===== src/rtl/calendar_pkg.sv =====
package calendar_pkg;

  localparam int SEC_W  = 7;  // seconds tens (3) + units (4)
  localparam int MIN_W  = 7;
  localparam int HOUR_W = 6;  // hour tens (2) + units (4)
  localparam int DAY_W  = 6;
  localparam int MON_W  = 5;
  localparam int YEAR_W = 8;
  localparam int WD_W   = 3;

  // strobes from control to the datapaths
  typedef struct packed {
    logic loadTime;
    logic loadDate;
    logic secStep;
    logic hourUp;
    logic hourDown;
  } cal_strobe_t;

  // BCD pair plus one, no wrap
  function automatic logic [7:0] bcdStep(input logic [7:0] v);
    if (v[3:0] == 4'h9) return {v[7:4] + 4'h1, 4'h0};
    return {v[7:4], v[3:0] + 4'h1};
  endfunction

  // BCD pair minus one, no wrap
  function automatic logic [7:0] bcdBack(input logic [7:0] v);
    if (v[3:0] == 4'h0) return {v[7:4] - 4'h1, 4'h9};
    return {v[7:4], v[3:0] - 4'h1};
  endfunction

  // a BCD year is divisible by four when units[1:0] equals {tens[0],0}
  function automatic logic isLeap(input logic [7:0] year);
    return year[1:0] == {year[4], 1'b0};
  endfunction

  function automatic logic [7:0] lastDay(input logic [7:0] month, input logic [7:0] year);
    case (month)
      8'h02:                      return isLeap(year) ? 8'h29 : 8'h28;
      8'h04, 8'h06, 8'h09, 8'h11: return 8'h30;
      default:                    return 8'h31;
    endcase
  endfunction

endpackage


===== src/rtl/calendar_ctrl.sv =====
module calendar_ctrl
  import calendar_pkg::*;
(
  input  logic        clk,
  input  logic        rstN,
  input  logic        secTick,
  input  logic        initReq,
  input  logic        timeWr,
  input  logic        dateWr,
  input  logic        fmtWr,
  input  logic        fmtData,
  input  logic        hourAddCmd,
  input  logic        hourSubCmd,
  output logic        initReady,
  output logic        mode12,
  output cal_strobe_t strobe
);

  logic cmdOk;

  always_ff @(posedge clk or negedge rstN) begin
    if (!rstN) begin
      initReady <= 1'b0;
      mode12    <= 1'b0;
    end else begin
      initReady <= initReq;
      if (initReady && fmtWr) mode12 <= fmtData;
    end
  end

  // hour commands only in free-running mode, never beside a tick, never both
  assign cmdOk = !initReady && !secTick && (hourAddCmd ^ hourSubCmd);

  always_comb begin
    strobe.loadTime = initReady && timeWr;
    strobe.loadDate = initReady && dateWr;
    strobe.secStep  = !initReady && secTick;
    strobe.hourUp   = cmdOk && hourAddCmd;
    strobe.hourDown = cmdOk && hourSubCmd;
  end

endmodule


===== src/rtl/calendar_time.sv =====
module calendar_time
  import calendar_pkg::*;
(
  input  logic        clk,
  input  logic        rstN,
  input  cal_strobe_t strobe,
  input  logic        mode12,
  input  logic [31:0] timeData,
  output logic [31:0] timeWord,
  output logic        dayCarry
);

  logic [SEC_W-1:0]  sec,  secN;
  logic [MIN_W-1:0]  min,  minN;
  logic [HOUR_W-1:0] hour, hourN;
  logic              pm,   pmN;
  logic              hourUpNow;
  logic [7:0]        hr8;
  logic              unusedBits;

  assign unusedBits = ^{timeData[31:23], timeData[15], timeData[7]};
  assign hr8 = 8'(hour);

  always_comb begin
    secN      = sec;
    minN      = min;
    hourN     = hour;
    pmN       = pm;
    dayCarry  = 1'b0;
    hourUpNow = strobe.hourUp;
    if (strobe.loadTime) begin
      secN  = timeData[6:0];
      minN  = timeData[14:8];
      hourN = timeData[21:16];
      pmN   = timeData[22];
    end else begin
      if (strobe.secStep) begin
        if (sec == 7'h59) begin
          secN = '0;
          if (min == 7'h59) begin
            minN      = '0;
            hourUpNow = 1'b1;
          end else begin
            minN = 7'(bcdStep(8'(min)));
          end
        end else begin
          secN = 7'(bcdStep(8'(sec)));
        end
      end
      if (hourUpNow) begin
        if (mode12) begin
          if (hr8 == 8'h11) begin
            hourN    = 6'h12;
            pmN      = !pm;
            dayCarry = pm;
          end else if (hr8 == 8'h12) begin
            hourN = 6'h01;
          end else begin
            hourN = 6'(bcdStep(hr8));
          end
        end else begin
          if (hr8 == 8'h23) begin
            hourN    = '0;
            dayCarry = 1'b1;
          end else begin
            hourN = 6'(bcdStep(hr8));
          end
        end
      end
      if (strobe.hourDown) begin
        if (mode12) begin
          if (hr8 == 8'h12) begin
            if (pm) begin
              hourN = 6'h11;
              pmN   = 1'b0;
            end
          end else if (hr8 == 8'h01) begin
            hourN = 6'h12;
          end else begin
            hourN = 6'(bcdBack(hr8));
          end
        end else if (hr8 != 8'h00) begin
          hourN = 6'(bcdBack(hr8));
        end
      end
    end
    if (!mode12) pmN = 1'b0;
  end

  always_ff @(posedge clk or negedge rstN) begin
    if (!rstN) begin
      sec  <= '0;
      min  <= '0;
      hour <= '0;
      pm   <= 1'b0;
    end else begin
      sec  <= secN;
      min  <= minN;
      hour <= hourN;
      pm   <= pmN;
    end
  end

  assign timeWord = {9'b0, pm, hour, 1'b0, min, 1'b0, sec};

endmodule


===== src/rtl/calendar_date.sv =====
module calendar_date
  import calendar_pkg::*;
#(
  parameter int WEEK_LEN = 7
) (
  input  logic        clk,
  input  logic        rstN,
  input  cal_strobe_t strobe,
  input  logic        dayStep,
  input  logic [31:0] dateData,
  output logic [31:0] dateWord
);

  localparam logic [WD_W-1:0] WD_LAST = WD_W'(WEEK_LEN);

  logic [DAY_W-1:0]  day,   dayN;
  logic [MON_W-1:0]  month, monthN;
  logic [YEAR_W-1:0] year,  yearN;
  logic [WD_W-1:0]   wday,  wdayN;
  logic              unusedBits;

  assign unusedBits = ^{dateData[31:24], dateData[7:6]};

  always_comb begin
    dayN   = day;
    monthN = month;
    yearN  = year;
    wdayN  = wday;
    if (strobe.loadDate) begin
      dayN   = dateData[5:0];
      monthN = dateData[12:8];
      wdayN  = dateData[15:13];
      yearN  = dateData[23:16];
    end else if (dayStep) begin
      wdayN = (wday == WD_LAST) ? WD_W'(1) : wday + WD_W'(1);
      if (8'(day) == lastDay(8'(month), year)) begin
        dayN = 6'h01;
        if (month == 5'h12) begin
          monthN = 5'h01;
          yearN  = (year == 8'h99) ? 8'h00 : bcdStep(year);
        end else begin
          monthN = 5'(bcdStep(8'(month)));
        end
      end else begin
        dayN = 6'(bcdStep(8'(day)));
      end
    end
  end

  always_ff @(posedge clk or negedge rstN) begin
    if (!rstN) begin
      day   <= 6'h01;
      month <= 5'h01;
      year  <= 8'h00;
      wday  <= WD_W'(1);
    end else begin
      day   <= dayN;
      month <= monthN;
      year  <= yearN;
      wday  <= wdayN;
    end
  end

  assign dateWord = {8'b0, year, wday, month, 2'b0, day};

endmodule


===== src/rtl/calendar_clock.sv =====
module calendar_clock
  import calendar_pkg::*;
(
  input  logic        clk,
  input  logic        rstN,
  input  logic        secTick,
  input  logic        initReq,
  input  logic        timeWr,
  input  logic [31:0] timeData,
  input  logic        dateWr,
  input  logic [31:0] dateData,
  input  logic        fmtWr,
  input  logic        fmtData,
  input  logic        hourAddCmd,
  input  logic        hourSubCmd,
  output logic        initReady,
  output logic        mode12,
  output logic [31:0] timeWord,
  output logic [31:0] dateWord
);

  cal_strobe_t strobe;
  logic        dayCarry;

  calendar_ctrl i_ctrl (
    .clk(clk), .rstN(rstN), .secTick(secTick), .initReq(initReq),
    .timeWr(timeWr), .dateWr(dateWr), .fmtWr(fmtWr), .fmtData(fmtData),
    .hourAddCmd(hourAddCmd), .hourSubCmd(hourSubCmd),
    .initReady(initReady), .mode12(mode12), .strobe(strobe)
  );

  calendar_time i_time (
    .clk(clk), .rstN(rstN), .strobe(strobe), .mode12(mode12),
    .timeData(timeData), .timeWord(timeWord), .dayCarry(dayCarry)
  );

  calendar_date #(.WEEK_LEN(7)) i_date (
    .clk(clk), .rstN(rstN), .strobe(strobe), .dayStep(dayCarry),
    .dateData(dateData), .dateWord(dateWord)
  );

endmodule


===== config.mk =====
export PLATFORM = sky130hd
export DESIGN_NAME = calendar_clock
export DESIGN_NICKNAME = d
export VERILOG_FILES = /design/src/rtl/calendar_pkg.sv /design/src/rtl/calendar_ctrl.sv /design/src/rtl/calendar_time.sv /design/src/rtl/calendar_date.sv /design/src/rtl/calendar_clock.sv
export SDC_FILE = /design/constraint.sdc
export NUM_CORES = 1
export LEC_CHECK = 0
export ABC_AREA = 1
export BUFFER_PORTS_ARGS = -buffer_cell sky130_fd_sc_hd__buf_2
export CAP_MARGIN = 10
export CORE_MARGIN = 2
export CORE_UTILIZATION = 51
export CTS_BUF_LIST = sky130_fd_sc_hd__clkbuf_8
export DETAILED_ROUTE_END_ITERATION = 12
export PLACE_DENSITY = 0.83
export SYNTH_ARGS = -nofsm -noshare
export SYNTH_HDL_FRONTEND = slang
export SYNTH_SLANG_ARGS = --single-unit
export TNS_END_PERCENT = 100

===== constraint.sdc =====
create_clock -name clk -period 2.1 [get_ports clk]
set_input_delay 0.21 -clock clk [delete_from_list [all_inputs] [get_ports clk]]
set_output_delay 0.21 -clock clk [all_outputs]
set_load 0.01 [all_outputs]

## After elaboration in Yosys (flattened, before gate mapping)

Cells that the tools add are included.

| cells by class | value |
|---|---|
| add/sub/neg operators | 15 |
| equal/unequal tests | 24 |
| muxes and demuxes | 113 |
| bitwise gates (word level) | 1 |
| reductions and logical operators | 33 |

Operators with widths:

| cell | number |
|---|---|
| $mux 6 | 23 |
| $mux 7 | 11 |
| $mux 8 | 9 |
| $mux 1 | 60 |
| $mux 5 | 6 |
| $add 4x1->4 const B | 7 |
| $eq 4x4->1 const B | 6 |
| $pmux 8 s2 | 1 |
| $reduce_bool 3->1 | 5 |
| $eq 7x7->1 const B | 2 |
| $eq 6x5->1 const B | 2 |
| $eq 5x3->1 const B | 2 |
| $eq 5x5->1 const B | 2 |
| $reduce_and 2->1 | 5 |
| $reduce_bool 2->1 | 5 |
| $add 3x1->3 const B | 3 |
| $mux 3 | 3 |
| $reduce_and 3->1 | 3 |
| $eq 6x8->1 | 1 |
| $eq 8x8->1 const B | 1 |
| $logic_and 1x1->1 | 8 |
| $reduce_bool 8->1 | 1 |
| $eq 6x1->1 const B | 1 |
| $eq 6x6->1 const B | 1 |
| 15 further kinds | 18 |

| word-level totals | value |
|---|---|
| register bits | 45 |
| output and inout port bits | 66 |
| word-level logic and storage cells | 202 |

## Logic depth before layout (Yosys ltp)

Gate-level depths: netlist (run 1).

| logic depth | value |
|---|---|
| depth in word-level cells | 22 |
| mapped depth | 13 |
| gate-level depth less buffers | 13 |

## By module

Synthesis (run 1) repeated with hierarchy kept, for this count alone.

| unflattened totals | value |
|---|---|
| cell total of the unflattened synthesis | 510 |
| area, all modules | 3603.5 um^2 |

By module, submodules not included:

| module | instances | cells an instance | area each (um^2) | seq. area each (um^2) |
|---|---|---|---|---|
| calendar_time | 1 | 259 | 1790.5 | 525.5 |
| calendar_date | 1 | 232 | 1692.9 | 554.3 |
| calendar_ctrl | 1 | 19 | 120.1 | 50.0 |

## Least setup slack after synthesis (run 1)

Ideal clock, no wire load.

| timing | value |
|---|---|
| kind | reg2reg |
| start | register i_time.sec[1] |
| end | register i_time.min[4] |
| library setup time | 0.125 ns |
| arrival | 1.737 ns |
| slack | 0.238 ns |
| cell stages (with the launch flop) | 10 |
| buffers on the path | 0 |
| cell sequence | dfrtp_1 > inv_1 > ha_1 > nand3_1 > nor2_1 > nor2_1 > nor2_4 > inv_1 > nor2_1 > mux2_2 |

| between the ends | value |
|---|---|
| word-level cells in the longest chain between the ends | 3 |

Ends and longest elaborated chain:

| what | line | text |
|---|---|---|
| start, declared | calendar_time.sv:13 | `logic [SEC_W-1:0] sec, secN;` |
| start signal, assigned | calendar_time.sv:97 | `sec <= secN;` |
| $eq 7x7->1 | calendar_time.sv:38 | `if (sec == 7'h59) begin` |
| $reduce_bool 2->1 (no source line) | - |  |
| $reduce_and 3->1 (no source line) | - |  |
| end signal, assigned | calendar_time.sv:98 | `min <= minN;` |
| end, declared | calendar_time.sv:14 | `logic [MIN_W-1:0] min, minN;` |

No other way between the ends.
A chain may end at the register's enable or synchronous reset.

## Final worst setup path (run 1)

Ends and elaborated chain as after synthesis.

==> flow_metrics.env, run 1 <==
export IMPL_drive_above_1_share=0.232
export IMPL_postCtsSetupBuffers=0
export IMPL_finalHoldViolCount=0
export IMPL_gp_congestion=0.916
export IMPL_grt_pass1_vias=3242
export IMPL_ir_drop_uv=480
export IMPL_dr_first_iter_drc_count=233
export IMPL_cp_startpoint="i_time.sec[1]"
export IMPL_clk_latency_ns=0.29
export IMPL_die_area_um2=7690
export IMPL_critical_path_required_ns=2.28
export IMPL_register_area_um2=1130
export IMPL_syn_area_um2=3570
export IMPL_cap_violations=0
export IMPL_r2r_end="i_time.min[4]"
export IMPL_reg2reg_from="i_time.sec[1]"
export IMPL_cp_end_kind="flop"
export IMPL_drc=0
export IMPL_cts_tree="built"
export IMPL_route_vias_total=3745
export IMPL_slew_headroom=0.631
export IMPL_fin_area_um2=4300
export IMPL_p_leak_nw=2.36
export IMPL_yosys_warnings=0
export IMPL_portBuffers=97
export IMPL_core_um2=6790
export IMPL_fmax_mhz=506
export IMPL_final_common_cell="nand2_1"
export IMPL_min_path_type="input port to flop"
export IMPL_r2r_slack_ns=0.12
export IMPL_clk_pin_slew_ns=0.09
export IMPL_crit_type="flop to flop"
export IMPL_multi_input_area_um2=2110
export IMPL_ant_nets=0
export IMPL_post_dp_cell_area_um2=4150
export IMPL_crit_fanout=8
export IMPL_syn_inst=522
export IMPL_avgRoutedWirePerCell_um=12.5
export IMPL_crit_end="i_time.min[4]"
export IMPL_cts_max_level=2
export IMPL_chipWidth_um=87.7
export IMPL_layout_cells_non_filler=724
export IMPL_firstDrtPassIters=5
export IMPL_setup_viol=0
export IMPL_dp_cells=714
export IMPL_ys_types=39
export IMPL_ys_seq_area_frac=0.316
export IMPL_layout_common_cells="164 x nand2_1, 97 x buf_2, 53 x inv_1"
export IMPL_rr_worst_depth=9
export IMPL_cts_root_buf="clkbuf_8"
export IMPL_avgSynthCellArea_um2=6.85
export IMPL_numCtsBuffers=5
export IMPL_io_pins=140
export IMPL_wirelength_um=9070
export IMPL_antenna_found_initial=0
export IMPL_antennaDiodeCount=0
export IMPL_crit_path_start_kind="flop"
export IMPL_min_period_over_period=0.942
export IMPL_die_y_um=87.7
export IMPL_pwr_density_cell_nw_per_um2=761
export IMPL_grt_use_total=0.230
export IMPL_syn2layout_area_growth_pct=20.2
export IMPL_fin_crit_ns=1.98
export IMPL_grt_overflow_total=0
export IMPL_cts_sinks=45
export IMPL_fin_skew_ns=0.00601
export IMPL_nets=720
export IMPL_tightestPinTransition_ns=0.554
export IMPL_grt_pass1_wl_um=14400
export IMPL_clk_path_buf_depth=2
export IMPL_viasPerCell=5.17
export IMPL_slew_viol_final=0
export IMPL_grt_start_max_net_pins=32
export IMPL_dpl_hpwl_um=6890
export IMPL_initial_utilization=0.526
export IMPL_status="complete, no violations"
export IMPL_rows=30
export IMPL_fillers=626
export IMPL_arrival_ns=2.16
export IMPL_ys_ff_latch=45
## critical path, stage by stage, from the launching register on
cell and delay [ns]:
dfrtp_1 0.41, inv_1 0.09, ha_1 0.16, nand3_1 0.13, nor2_2 0.13, nor2_1 0.11, nor2_4 0.18, inv_1 0.11
nor2_1 0.18, mux2_2 0.35
## report_power, final
| group | internal (mW) | switching (mW) |
|---|---|---|
| Sequential | 1.08 | 0.275 |
| Combinational | 0.557 | 0.819 |
| Clock | 0.259 | 0.283 |
## sequential cells by signal, summed over array words and instances (netlist names)
| name | count |
|---|---|
| i_time.sec | 7 |
| i_ctrl.mode12 | 1 |
| i_date.month | 5 |
| i_time.min | 7 |
| i_date.day | 6 |
| i_date.year | 8 |
| i_ctrl.initReady | 1 |
| i_time.pm | 1 |
| i_date.wday | 3 |
| i_time.hour | 6 |
## repair_timing
item	in CTS	in global routing
endpoints found under the hold margin	21	0
endpoints found under the setup margin	0	7
hold buffers	1	0
gates resized for setup	0	6
## metal layers
layer	track usage	vias up	share of wire
met5	0	-	0
met4	0.0601	0	0.013
met3	0.0311	12	0.049
met2	0.389	138	0.48
met1	0.312	1730	0.46
li1	-	1865	-
## synth_stat cells
| cell type | n | area share |
|---|---|---|
| a21oi_1 | 10 | 0.014 |
| a22oi_1 | 1 | 0.0021 |
| a31oi_1 | 7 | 0.012 |
| a32o_1 | 1 | 0.0028 |
| and2_1 | 1 | 0.0018 |
| buf_2 | 5 | 0.0070 |
| buf_4 | 22 | 0.046 |
| buf_8 | 1 | 0.0042 |
| clkbuf_1 | 5 | 0.0053 |
| conb_1 | 1 | 0.0010 |
| dfrtp_1 | 42 | 0.29 |
| dfstp_2 | 3 | 0.022 |
| ha_1 | 19 | 0.067 |
| inv_1 | 51 | 0.054 |
| inv_2 | 4 | 0.0042 |
| mux2_2 | 1 | 0.0031 |
| nand2_1 | 165 | 0.17 |
| nand2_2 | 3 | 0.0053 |
| nand2_4 | 1 | 0.0031 |
| nand3_1 | 42 | 0.059 |
| nand3_2 | 4 | 0.011 |
| nand3_4 | 1 | 0.0049 |
| nand4_1 | 17 | 0.030 |
| nor2_1 | 48 | 0.050 |
| nor2_2 | 3 | 0.0053 |
| nor2_4 | 4 | 0.013 |
| nor3_1 | 1 | 0.0014 |
| nor3_2 | 1 | 0.0028 |
| nor3b_1 | 1 | 0.0021 |
| nor4_1 | 1 | 0.0018 |
| o2111ai_1 | 1 | 0.0025 |
| o211ai_1 | 3 | 0.0063 |
| o21ai_0 | 34 | 0.048 |
| o21ai_1 | 2 | 0.0028 |
| o21bai_1 | 1 | 0.0021 |
| o221ai_1 | 2 | 0.0049 |
| o22ai_1 | 1 | 0.0018 |
| xnor2_1 | 4 | 0.0098 |
| xor2_1 | 8 | 0.020 |
## cells by family (layout without fill, tap and decap cells)
| group | after synthesis | count (layout) | share of synthesized area |
|---|---|---|---|
| fa+ha+maj | 19 | 19 | 0.0665 |
| other cells | 1 | 21 | 0.00105 |
| simple gates | 293 | 293 | 0.364 |
| flops | 45 | 45 | 0.316 |
| mux | 1 | 1 | 0.00315 |
| xor+xnor | 12 | 12 | 0.0294 |
| buf+inv | 88 | 174 | 0.120 |
| compound gates | 63 | 63 | 0.0991 |
## worst min path at each step
stage / startpoint / endpoint / slack (ns) / cells after the start
floorplan: rstN / i_ctrl.initReady / -0.09 / 0
global placement: rstN / i_time.sec[5] / 0.23 / 1
detailed placement: rstN / i_time.sec[5] / 0.23 / 1
CTS: initReq / i_ctrl.initReady / 0.03 / 1
global route: initReq / i_ctrl.initReady / 0.03 / 1
finish: initReq / i_ctrl.initReady / 0.05 / 1
## layout make-up
| cell class | instances | area share |
|---|---|---|
| inverter | 55 | 0.0480 |
| timing repair buffer | 111 | 0.148 |
| multi-input combinational | 409 | 0.492 |
| clock buffer | 6 | 0.0192 |
| sequential | 45 | 0.263 |
| clock inverter | 2 | 0.00175 |
| tap | 96 | 0.0280 |
## per-stage QoR
stage / total power [mW] / setup TNS [ns] / setup WS (ns) / hold slack [ns] / utilization
final: 3.27 / 0 / 0.123 / 0.0473 / 0.632
after CTS: 3.27 / 0 / 0.102 / 0.0330 / 0.625
after global placement: 2.66 / 0 / 0.220 / 0.226 / 0.610
after detailed placement: 2.72 / 0 / 0.128 / 0.227 / 0.610
after floorplan: 2.24 / 0 / 0.238 / -0.0856 / -
after global routing: 3.54 / -0.0106 / -0.0106 / 0.0299 / 0.632
Power figures use the tool's default switching activity.
==> run 2, diff against run 1 <==
MAX_ROUTING_LAYER = met4   (was not set)
clock period = 1.9 ns   (was 2.1 ns; I/O delays follow)
==> flow_metrics.env, run 2 (synthesis results as in run 1) <==
export IMPL_cp_top_family="simple AND/OR/NAND/NOR gates"
export IMPL_finalHoldViolCount=0
export IMPL_fmax_mhz=547
export IMPL_drive_above_1_share=0.274
export IMPL_largestRegisters="i_date.year: 8 flops, i_time.min: 7 flops, i_time.sec: 7 flops"
export IMPL_min_path_type="input port to flop"
export IMPL_crit_cells=11
export IMPL_fin_area_um2=4550
export IMPL_p_leak_nw=2.49
export IMPL_register_area_um2=1130
export IMPL_path_buf_inv=1
export IMPL_route_vias_total=3887
export IMPL_p_int_mw=2.20
export IMPL_clk_path_buf_depth=2
export IMPL_cts_max_level=2
export IMPL_fillers=596
export IMPL_cap_violations=0
export IMPL_cts_tree="built"
export IMPL_gp_congestion=0.903
export IMPL_cp_cell_sequence="nor2_4 > nand3_2 > nand2_1 > nand3_2 > nor2_4 > nand3_4 > buf_4 > nand3_1 > nand2_1 > nand2_1 > nand2_1"
export IMPL_clk_latency_ns=0.30
export IMPL_layout_common_cells="161 x nand2_1, 97 x buf_2, 51 x inv_1"
export IMPL_grt_overflow_total=0
export IMPL_r2r_slack_ns=0.07
export IMPL_critical_path_required_ns=2.10
export IMPL_cts_sinks=45
export IMPL_dp_cells=728
export IMPL_r2r_end="i_date.day[4]"
export IMPL_viasPerCell=5.21
export IMPL_numCtsBuffers=5
export IMPL_power_frac_comb=0.441
export IMPL_firstDrtPassIters=5
export IMPL_slew_viol_final=0
export IMPL_die_y_um=87.7
export IMPL_cp_end_kind="flop"
export IMPL_post_dp_cell_area_um2=4250
export IMPL_grt_start_max_net_pins=46
export IMPL_fin_hold_ws_ns=0.0827
export IMPL_p_clk_frac=0.170
export IMPL_switching_power_mw=1.63
export IMPL_status="complete, no violations"
export IMPL_core_um2=6790
export IMPL_dr_first_iter_drc_count=264
export IMPL_crit_path_start_kind="flop"
export IMPL_crit_type="flop to flop"
export IMPL_largest_reg_flops=8
export IMPL_rsz0062_at_grt="true"
export IMPL_fin_crit_ns=1.83
export IMPL_multi_input_area_um2=2160
export IMPL_clk_pin_slew_ns=0.09
export IMPL_swShare=0.426
export IMPL_fin_skew_ns=0.00760
export IMPL_worstHoldEndpoint="i_date.day[2]"
export IMPL_grt_pass1_wl_um=14900
export IMPL_crit_top_cell="nand2_1"
export IMPL_rr_worst_depth=11
export IMPL_grt_pass1_vias=3340
export IMPL_ir_drop_uv=482
export IMPL_min_period_over_period=0.962
export IMPL_dpl_hpwl_um=7010
export IMPL_hold_path_depth=3
export IMPL_crit_path_top_delay_cell="dfrtp_1"
export IMPL_layout_cells_non_filler=746
export IMPL_portBuffers=97
export IMPL_nets=742
export IMPL_cpPeakStageDelay_ns=0.50
export IMPL_final_common_cell="nand2_1"
export IMPL_drc=0
export IMPL_antenna_found_initial=0
export IMPL_ant_nets=0
export IMPL_grt_use_total=0.245
export IMPL_syn2layout_area_growth_pct=27.4
export IMPL_wirelength_um=9770
export IMPL_avgRoutedWirePerCell_um=13.1
export IMPL_setup_viol=0
export IMPL_top_register="i_date.year"
export IMPL_p_seq_frac=0.389
export IMPL_arrival_ns=2.03
export IMPL_pwr_density_cell_nw_per_um2=839
export IMPL_cts_root_buf="clkbuf_8"
export IMPL_initial_utilization=0.526
export IMPL_min_delay_start="dateData[2]"
export IMPL_io_pins=140
export IMPL_rows=30
export IMPL_antennaDiodeCount=0
export IMPL_crit_fanout=7
export IMPL_die_area_um2=7690
export IMPL_reg2reg_from="i_date.month[2]"
export IMPL_chipWidth_um=87.7
[run 2: cell types whose count changed in the layout (fill, tap and decap cells not counted), sizes merged]
cell,before,now
dlygate4sd3,1,2
clkbuf,7,8
inv,57,55
buf,109,128
nand2,169,170
clkinv,0,2
[run 2: metal layers]
| metal | share of wire | global-route usage | wire length, µm |
|---|---|---|---|
| met1 | 0.44 | 0.333 | 4320 |
| met2 | 0.48 | 0.382 | 4720 |
| met3 | 0.058 | 0.0273 | 563 |
| met4 | 0.017 | 0.0825 | 165 |
| met5 | 0 | - | 0 |
[run 2: metrics by stage]
stage               total power, mW  TNS (ns)  worst slack (ns)  utilization
finish                         3.82         0            0.0713        0.670
global placement               3.03         0            0.0688        0.626
detailed placement             3.09         0            0.0404        0.626
global route                   4.12    -0.568           -0.0682        0.670
CTS                            3.75         0            0.0196        0.643
floorplan                      2.47         0            0.0382            -
[run 2: worst min-delay path: stages]
cell and delay [ns]:
buf_2 0.08, nand2_1 0.04, nand2_1 0.05
[run 2: what timing repair did]
| action | in CTS | in global routing |
|---|---|---|
| endpoints found under the setup margin | 0 | 29 |
| setup buffers | 0 | 5 |
| endpoints found under the hold margin | 43 | 0 |
| resized for setup | 0 | 20 |
| hold buffers | 2 | 0 |
[run 2: how the worst max path moves through the flow]
stage,from,end
after CTS,i_time.min[1],i_date.year[4]
after global placement,i_time.hour[5],i_date.day[5]
after global routing,i_time.sec[1],i_date.day[5]
after detailed placement,i_time.min[1],i_date.year[4]
final,i_date.month[2],i_date.day[4]
after floorplan,i_time.sec[1],i_time.min[4]
[run 2: area by class of cell]
| type | count | area share |
|---|---|---|
| Tap cell | 96 | 0.0264 |
| Multi-Input combinational cell | 410 | 0.475 |
| Timing Repair Buffer | 132 | 0.183 |
| Inverter | 55 | 0.0453 |
| Clock inverter | 2 | 0.00302 |
| Sequential cell | 45 | 0.249 |
| Clock buffer | 6 | 0.0181 |
[run 2: power by group through the flow]
stage	Clock [mW]	Combinational (mW)	Sequential (mW)
final	0.652	1.69	1.48
after global routing	0.710	1.89	1.52
after CTS	0.661	1.62	1.47
after detailed placement	0	1.61	1.49
after global placement	0	1.56	1.47
after floorplan	0	0.912	1.56
==> run 3, diff against run 2 <==
ABC_AREA = 0   (was 1)
CORE_ASPECT_RATIO = 1.5   (was not set)
==> flow_metrics.env, run 3 <==
export IMPL_status="finished, violations left"
export IMPL_violations="negative setup slack"
export IMPL_io_pins=140
export IMPL_synth_top_area_frac=0.295
export IMPL_clk_latency_ns=0.32
export IMPL_dpl_hpwl_um=8590
export IMPL_wl_met2_um=6330
export IMPL_ys_flop_type="dfrtp_1"
export IMPL_yosys_warnings=0
export IMPL_rr_worst_depth=8
export IMPL_wirelength_um=11800
export IMPL_die_area_um2=7690
export IMPL_wl_met3_um=659
export IMPL_grt_pass1_wl_um=18600
export IMPL_utilization=0.746
export IMPL_cts_sinks=45
export IMPL_antennaDiodeCount=0
export IMPL_gp_congestion=0.973
export IMPL_rows=37
export IMPL_syn_inst=432
export IMPL_nets=708
export IMPL_arrival_ns=2.48
export IMPL_yosys_top_cells_count="57 x nand2_1, 42 x dfrtp_1, 33 x o21ai_0"
export IMPL_crit_path_top_delay_cell="or4b_4"
export IMPL_cts_root_buf="clkbuf_8"
export IMPL_slew_headroom=0.627
export IMPL_slew_viol_final=0
export IMPL_critical_path_required_ns=2.09
export IMPL_dr_first_iter_drc_count=228
export IMPL_avgSynthCellArea_um2=8.25
export IMPL_syn2layout_area_growth_pct=42.5
export IMPL_grt_pass1_vias=4052
export IMPL_min_path_type="input port to flop"
export IMPL_fin_skew_ns=0.0118
export IMPL_synth_area_leaders="dfrtp_1 29%, ha_1 6.7%, nand2_1 6.0%"
export IMPL_grt_overflow_total=0
export IMPL_final_common_cell="buf_2"
export IMPL_grt_use_total=0.314
export IMPL_r2r_end="i_date.year[2]"
export IMPL_min_period_over_period=1.20
export IMPL_p_leak_nw=2.40
export IMPL_cp_top_family="simple AND/OR/NAND/NOR gates"
export IMPL_place_ws_ns=-0.373
export IMPL_cp_cell_sequence="or4b_4 > and2_4 > a32oi_4 > buf_4 > buf_4 > nand4_1 > mux2i_1 > o21ai_1"
export IMPL_synth_top_cell_by_area="dfrtp_1"
export IMPL_fin_crit_ns=2.29
export IMPL_cts_tree="built"
export IMPL_drive_above_1_share=0.420
export IMPL_grt_start_max_net_pins=26
export IMPL_crit_type="flop to flop"
export IMPL_largestRegisters="i_date.year: 8 flops, i_time.min: 7 flops, i_time.sec: 7 flops"
export IMPL_fin_setup_tns_ns=-6.67
export IMPL_antenna_found_initial=0
export IMPL_firstDrtPassIters=5
export IMPL_r2r_slack_ns=-0.39
export IMPL_tightestPinTransition_ns=0.559
export IMPL_top_register="i_date.year"
export IMPL_fmax_mhz=437
export IMPL_ir_drop_uv=638
export IMPL_m1WireLength_um=4330
export IMPL_top_layer="met4"
export IMPL_cap_violations=0
export IMPL_avgRoutedWirePerCell_um=17.0
export IMPL_portBuffers=97
export IMPL_route_vias_total=4122
export IMPL_layout_common_cells="97 x buf_2, 94 x buf_4, 55 x nand2_1"
export IMPL_viasPerCell=5.94
export IMPL_cts_max_level=2
export IMPL_crit_top_cell="buf_4"
export IMPL_post_synth_top_count_cell="nand2_1"
export IMPL_initial_utilization=0.524
export IMPL_syn_area_um2=3570
export IMPL_clk_pin_slew_ns=0.08
export IMPL_cpPeakStageDelay_ns=0.51
export IMPL_setup_slack_ns=-0.389
export IMPL_die_y_um=106
export IMPL_ys_types=68
export IMPL_finalPower_mw=3.60
export IMPL_drc=0
export IMPL_clk_path_buf_depth=2
export IMPL_rsz0062_at_grt="true"
export IMPL_synthArstFlopShare=1.00
export IMPL_crit_end="i_date.year[2]"
export IMPL_chipWidth_um=72.3
export IMPL_path_buf_inv=2
export IMPL_ys_ff_latch=45
export IMPL_ant_nets=0
export IMPL_ys_seq_area_frac=0.317
export IMPL_core_um2=6810
export IMPL_largest_reg_flops=8
export IMPL_crit_fanout=6
export IMPL_finalHoldViolCount=0
export IMPL_pwr_density_cell_nw_per_um2=708
export IMPL_synth_edf_count=0
export IMPL_numCtsBuffers=5
export IMPL_cp_end_kind="flop"
export IMPL_fillers=490
export IMPL_cp_startpoint="i_date.month[2]"
export IMPL_setup_viol=29
export IMPL_crit_path_start_kind="flop"
export IMPL_reg2reg_from="i_date.month[2]"
export IMPL_crit_cells=8
-- run 3: tightest hold or removal path: cells and delay by family --
family                 cells  cell delay, ns
buffers and inverters      1            0.07
AO/OA/AOI/OAI              1            0.05
AND/OR/NAND/NOR            1            0.04
-- run 3: metal layers --
metal  global-route usage  vias to the layer above
met2                0.552                      188
met3               0.0464                       47
met1                0.345                     1975
met5                    -                        -
met4                0.135                        0
li1                     -                     1912
-- run 3: how the worst min path moves through the flow --
stage,from,endpoint,cells after the start
after global placement,rstN,i_time.min[3],1
after CTS,dateData[9],i_date.month[1],3
after global routing,timeData[9],i_time.min[1],3
after detailed placement,rstN,i_time.min[0],1
after floorplan,rstN,i_ctrl.initReady,0
final,dateData[9],i_date.month[1],3
-- run 3: kinds of logic (layout without fill, tap and decap cells) --
family | Yosys count | count (layout) | synth area share
simple gates | 174 | 174 | 0.263
other cells | 1 | 21 | 0.00105
fa+ha+maj | 19 | 19 | 0.0667
mux | 6 | 6 | 0.0172
flops | 45 | 45 | 0.317
xor+xnor | 6 | 6 | 0.0147
buf+inv | 59 | 223 | 0.0937
compound gates | 122 | 122 | 0.227
-- run 3: layout make-up --
class	instances	area, µm²	area share
clock buffer	6	82.6	0.0163
clock inverter	2	37.5	0.00739
inverter	14	52.6	0.0103
multi-input combinational	348	2360	0.464
sequential	45	1130	0.223
tap	78	97.6	0.0192
timing repair buffer	201	1320	0.260
-- run 3: repair_timing --
action | CTS | global route
resized for setup | 19 | 14
endpoints found under the hold margin | 21 | 0
pin swaps | 13 | 7
endpoints found under the setup margin | 29 | 30
gates cloned | 1 | 0
hold buffers | 2 | 0
setup buffers | 9 | 7
-- run 3: where the power goes --
group | leakage, nW | switching (mW) | internal, mW
Sequential | 0.523 | 0.134 | 1.11
Clock | 0.0574 | 0.369 | 0.428
Combinational | 1.82 | 0.822 | 0.734
-- run 3: per-stage QoR --
step | cells | area (µm²) | hold WS (ns)
2_1_floorplan | 452 | 3760 | -0.106
3_3_place_gp | 667 | 4700 | 0.205
3_5_place_dp | 667 | 4700 | 0.204
4_1_cts | 687 | 4980 | 0.0720
5_1_grt | 694 | 5080 | 0.0743
6_report | 694 | 5080 | 0.0768
